===== src/rtl/sync_serial_shifter.sv =====
module sync_serial_shifter #(
  parameter int HALF_PERIOD = 4,
  parameter int W = 8
) (
  input  logic         clk,
  input  logic         rst_n,
  input  logic         master,
  input  logic         lsb_first,
  input  logic         idle_level,
  input  logic         tx_wr,
  input  logic [W-1:0] tx_data,
  output logic         tx_empty,
  input  logic         rx_rd,
  output logic [W-1:0] rx_data,
  output logic         rx_full,
  output logic         overrun,
  output logic         busy,
  input  logic         sclk_in,
  output logic         sclk_out,
  output logic         sclk_oe,
  input  logic         sdata_in,
  output logic         sdata_out
);
  localparam int CW = (W > 1) ? $clog2(W) : 1;
  localparam int DIVW = $clog2(HALF_PERIOD + 1);

  logic [W-1:0]    tx_reg, tx_sh, rx_sh;
  logic [CW-1:0]   bit_idx;
  logic [DIVW-1:0] div;
  logic            sclk_r;
  logic [2:0]      sync;

  wire s_rise   = sync[1] & ~sync[2];
  wire s_fall   = ~sync[1] & sync[2];
  wire last_idx = (bit_idx == CW'(W-1));
  wire m_tick   = busy && master && (div == DIVW'(HALF_PERIOD-1));
  wire sample   = busy && (master ? (m_tick && !sclk_r) : s_rise);
  wire step     = busy && !last_idx && (master ? (m_tick && sclk_r) : s_fall);
  wire stop     = busy && last_idx && (master ? (m_tick && sclk_r) : s_rise);
  wire deliver  = sample && last_idx;
  wire load     = !busy && (master ? !tx_empty : s_fall);

  wire [W-1:0]  rx_next = lsb_first ? {sdata_in, rx_sh[W-1:1]} : {rx_sh[W-2:0], sdata_in};
  wire [CW-1:0] out_pos = lsb_first ? bit_idx : CW'(W-1) - bit_idx;

  assign sdata_out = busy ? tx_sh[out_pos] : idle_level;
  assign sclk_out  = master ? sclk_r : 1'b1;
  assign sclk_oe   = master;

  always_ff @(posedge clk or negedge rst_n) begin
    if (!rst_n) begin
      sync     <= '1;
      tx_reg   <= '0;
      tx_sh    <= '0;
      rx_sh    <= '0;
      rx_data  <= '0;
      tx_empty <= 1'b1;
      rx_full  <= 1'b0;
      overrun  <= 1'b0;
      busy     <= 1'b0;
      bit_idx  <= '0;
      div      <= '0;
      sclk_r   <= 1'b1;
    end else begin
      sync <= {sync[1:0], sclk_in};

      if (tx_wr) begin
        tx_reg   <= tx_data;
        tx_empty <= 1'b0;
      end else if (load) begin
        tx_empty <= 1'b1;
      end

      if (load) begin
        tx_sh   <= tx_reg;
        busy    <= 1'b1;
        bit_idx <= '0;
        div     <= '0;
        sclk_r  <= !master;
      end else if (busy) begin
        if (master) begin
          if (m_tick) begin
            div <= '0;
            if (!(sclk_r && last_idx)) sclk_r <= ~sclk_r;
          end else begin
            div <= div + 1'b1;
          end
        end
        if (sample) rx_sh <= rx_next;
        if (step) bit_idx <= bit_idx + 1'b1;
        if (stop) begin
          busy   <= 1'b0;
          sclk_r <= 1'b1;
        end
      end

      if (deliver) begin
        if (rx_full && !rx_rd) begin
          overrun <= 1'b1;
        end else begin
          rx_data <= rx_next;
          rx_full <= 1'b1;
          if (rx_rd) overrun <= 1'b0;
        end
      end else if (rx_rd) begin
        rx_full <= 1'b0;
        overrun <= 1'b0;
      end
    end
  end

  assert_clk_idle_high_R2: assert property (@(posedge clk) disable iff (!rst_n)
    (master && !busy) |-> sclk_out);

  assert_master_start_R3: assert property (@(posedge clk) disable iff (!rst_n)
    (master && $past(master) && $rose(busy)) |-> !$past(tx_empty));

  assert_data_stable_high_R4: assert property (@(posedge clk) disable iff (!rst_n)
    (master && busy && sclk_out && $past(sclk_out) && $past(busy)) |-> $stable(sdata_out));

  assert_load_empties_R7: assert property (@(posedge clk) disable iff (!rst_n)
    $rose(busy) |-> (tx_empty || $past(tx_wr)));

  assert_hold_unread_R9: assert property (@(posedge clk) disable iff (!rst_n)
    (rx_full && !rx_rd) |=> $stable(rx_data));
endmodule


===== config.mk =====
export PLATFORM = sky130hd
export DESIGN_NAME = sync_serial_shifter
export DESIGN_NICKNAME = d
export VERILOG_FILES = /design/src/rtl/sync_serial_shifter.sv
export SDC_FILE = /design/constraint.sdc
export NUM_CORES = 1
export LEC_CHECK = 0
export BUFFER_PORTS_ARGS = -buffer_cell sky130_fd_sc_hd__buf_2
export CORE_MARGIN = 10
export CORE_UTILIZATION = 40
export CTS_CLUSTER_DIAMETER = 80
export DETAILED_ROUTE_END_ITERATION = 10
export GPL_ROUTABILITY_DRIVEN = 0
export GPL_TIMING_DRIVEN = 0
export PLACE_DENSITY = 0.63
export SETUP_SLACK_MARGIN = 0.5
export SLEW_MARGIN = 30
export SYNTH_ARGS = -nofsm -noshare
export SYNTH_HDL_FRONTEND = slang
export SYNTH_SLANG_ARGS = --single-unit

===== constraint.sdc =====
create_clock -name clk -period 2.2 [get_ports clk]
set_clock_uncertainty 0.2 [all_clocks]
set_input_delay 0.44 -clock clk [delete_from_list [all_inputs] [get_ports clk]]
set_output_delay 0.44 -clock clk [all_outputs]
set_load 0.03 [all_outputs]

==> metrics.cfg <==
[status]
status=finished, violations left
violations=negative setup slack

[sta]
rsz0062_at_grt=true
final-max-slew-violation-count=0
whs_ns=0.0567
finalSetupViolCount=1
setup_ws_ns=-0.271
clock.fmax_mhz=405
setup_tns_ns=-0.271
timing.final.crit_period_ns=2.47
relSlewSlack=0.618
tightest_slew_ns=0.573
finalHoldViolCount=0
period_share=1.12

[power]
p_leak_nw=1.39
irDropWorstVdd_mv=0.608
power_density_nw_per_um2=1130

[yosys]
ys_seq_elements=46
async_reset_ff_frac=1.00
synth-edff-count=0
ys_warn_count=0
netlist_instances=179
ys_types=37
syn-num-nets=199
synthTopCellsByArea=dfrtp_1, mux2_2, mux2i_1, dfstp_2, nor2_1
synth_top_area_frac=0.470
yosysTopAreaCell=dfrtp_1
seq_area_frac_synth=0.531
syn_avg_cell_area_um2=12.2
synth-main-ff-cell=dfrtp_1
syn_area_um2=2180

[die]
die_h_um=93.8
die_w_um=93.8
initial_core_util=0.419
core_um2=5200
dieArea_um2=8810
rows=26
io_pins=32

[worst_setup_path]
cp-endpoint=sdata_out
r2r-end=bit_idx[2]
worstPathCellList=buf_6, mux4_2, nor2_1, or3_4, a32oi_4, buf_6
reg2reg_from=bit_idx[0]
cp-start-kind=register
worst-endpoint-required_ns=1.56
r2r_slack_ns=0.06
r2r_cells=7
path_common_cell=buf_6
crit_path_top_delay_cell=dfrtp_1
end_kind=primary output
slowest_delay_ns=0.39
critical_path_class=reg -> out
critPathMaxFanout=2
crit_arrival_ns=1.83
crit_start=bit_idx[0]

[finish]
final_cell_mix=dfrtp_1, buf_2, mux2i_1
insertedDiodeCount=0
drive_above_1_share=0.496
final_common_cell=dfrtp_1
fill_cells=447
syn2layout_area_growth_pct=36.1
fin_nets=257
stdcell_area_um2=2970

[global_route]
grt_max_degree=47
grt_usage=0.108
grt_pass1_vias=1587
antenna_found_initial=0
grt_pass1_wl_mm=7.74
overflow=0

[detailed_routing]
routedWlPerCell_um=14.6
drc=0
firstDrtPassIters=4
via_count=1526
finalWirelength_mm=4.49
ant_nets=0
drt_iter0_drc=47
viasPerCell=4.95

[clocking]
cts_buffer_depth=2
h-tree-depth=2
clkLatencyLatePin_ns=0.29
cts.clk_slew.worst_paths_ns=0.08
root_buffer=clkbuf_8
cts_buffers=5
cts_sinks=46
cts_tree=built

[place]
io_buffers=30
dp_hpwl_mm=3.01
dpl_cell_area_um2=2520

[flow_run]
cap_violations=0

[hold_path]
hold_path_class=in -> reg

[kinds of logic (layout without fill, tap and decap cells)]
logic type               count (synthesis)  count (layout)  share of synthesized area
adder cells (fa/ha/maj)                  3               3                     0.0172
multiplexers                            42              42                      0.211
buffers and inverters                   19              78                     0.0436
flip-flops                              46              46                      0.531
AO/OA/AOI/OAI                           23              23                     0.0775
AND/OR/NAND/NOR                         46              46                      0.120
[final cells by class]
cell class                      instances  area [um2]  share of cell area
Sequential cell                        46        1160               0.390
Multi-Input combinational cell        114        1070               0.362
Timing Repair Buffer                   51         395               0.133
Buffer                                  9        97.6              0.0329
Tap cell                               70        87.6              0.0295
Clock buffer                            7        86.3              0.0291
Inverter                               10        37.5              0.0126
Clock inverter                          1        30.0              0.0101
[Yosys cell counts (3+ instances only)]
cell type	number
dfstp_2	5
o22ai_1	3
inv_1	10
dfrtp_1	41
nand2b_1	5
a21oi_1	8
ha_1	3
mux2i_1	19
nor2_1	17
nor2b_1	3
buf_2	4
mux2_2	22
nand2_1	9
[layer usage]
metal,GRT usage,vias to the layer above,part of all wire
met1,0.141,749,0.47
met2,0.163,30,0.46
met4,0.0266,0,0.0085
met5,0,-,0
met3,0.0432,4,0.065
li1,-,743,-
[power by group]
| part | leakage (nW) | internal (W) | switching (W) |
|---|---|---|---|
| sequential | 0.518 | 0.00111 | 0.000207 |
| combinational | 0.810 | 0.000744 | 0.000667 |
| clock | 0.0585 | 0.000370 | 0.000267 |
[worst min-delay path by stage]
stage	start	end	slack (ns)	cells past startpoint
global placement	sync[0]	sync[1]	0.15	0
global route	sclk_in	sync[0]	0.04	1
floorplan	rst_n	bit_idx[0]	-0.06	0
CTS	sclk_in	sync[0]	0.05	1
detailed placement	sync[0]	sync[1]	0.15	0
finish	sclk_in	sync[0]	0.06	1
[per-stage QoR]
stage                     setup slack (ns)  total power, W  utilization  cells
after floorplan                     0.0644         0.00221            -    179
after global placement              -0.110         0.00245        0.483    279
after detailed placement            -0.150         0.00248        0.484    279
after CTS                           -0.280         0.00328        0.550    304
after global routing                -0.354         0.00360        0.570    308
final                               -0.271         0.00336        0.570    308
[critical path, delay by kind of cell (launching register included)]
| family | cells | cell delay [ns] |
|---|---|---|
| buf+inv | 2 | 0.29 |
| simple gates | 2 | 0.38 |
| mux | 1 | 0.31 |
| compound gates | 1 | 0.16 |
| flops | 1 | 0.39 |
[timing repair]
action | 4_1_cts | 5_1_grt
cloned | 1 | 0
resized for setup | 15 | 23
setup endpoints to repair | 33 | 36
endpoints found under the hold margin | 41 | 0
hold buffers | 1 | 0
pin swaps | 6 | 1
setup buffers | 15 | 4
No activity file was read; power rests on OpenSTA's default activity.
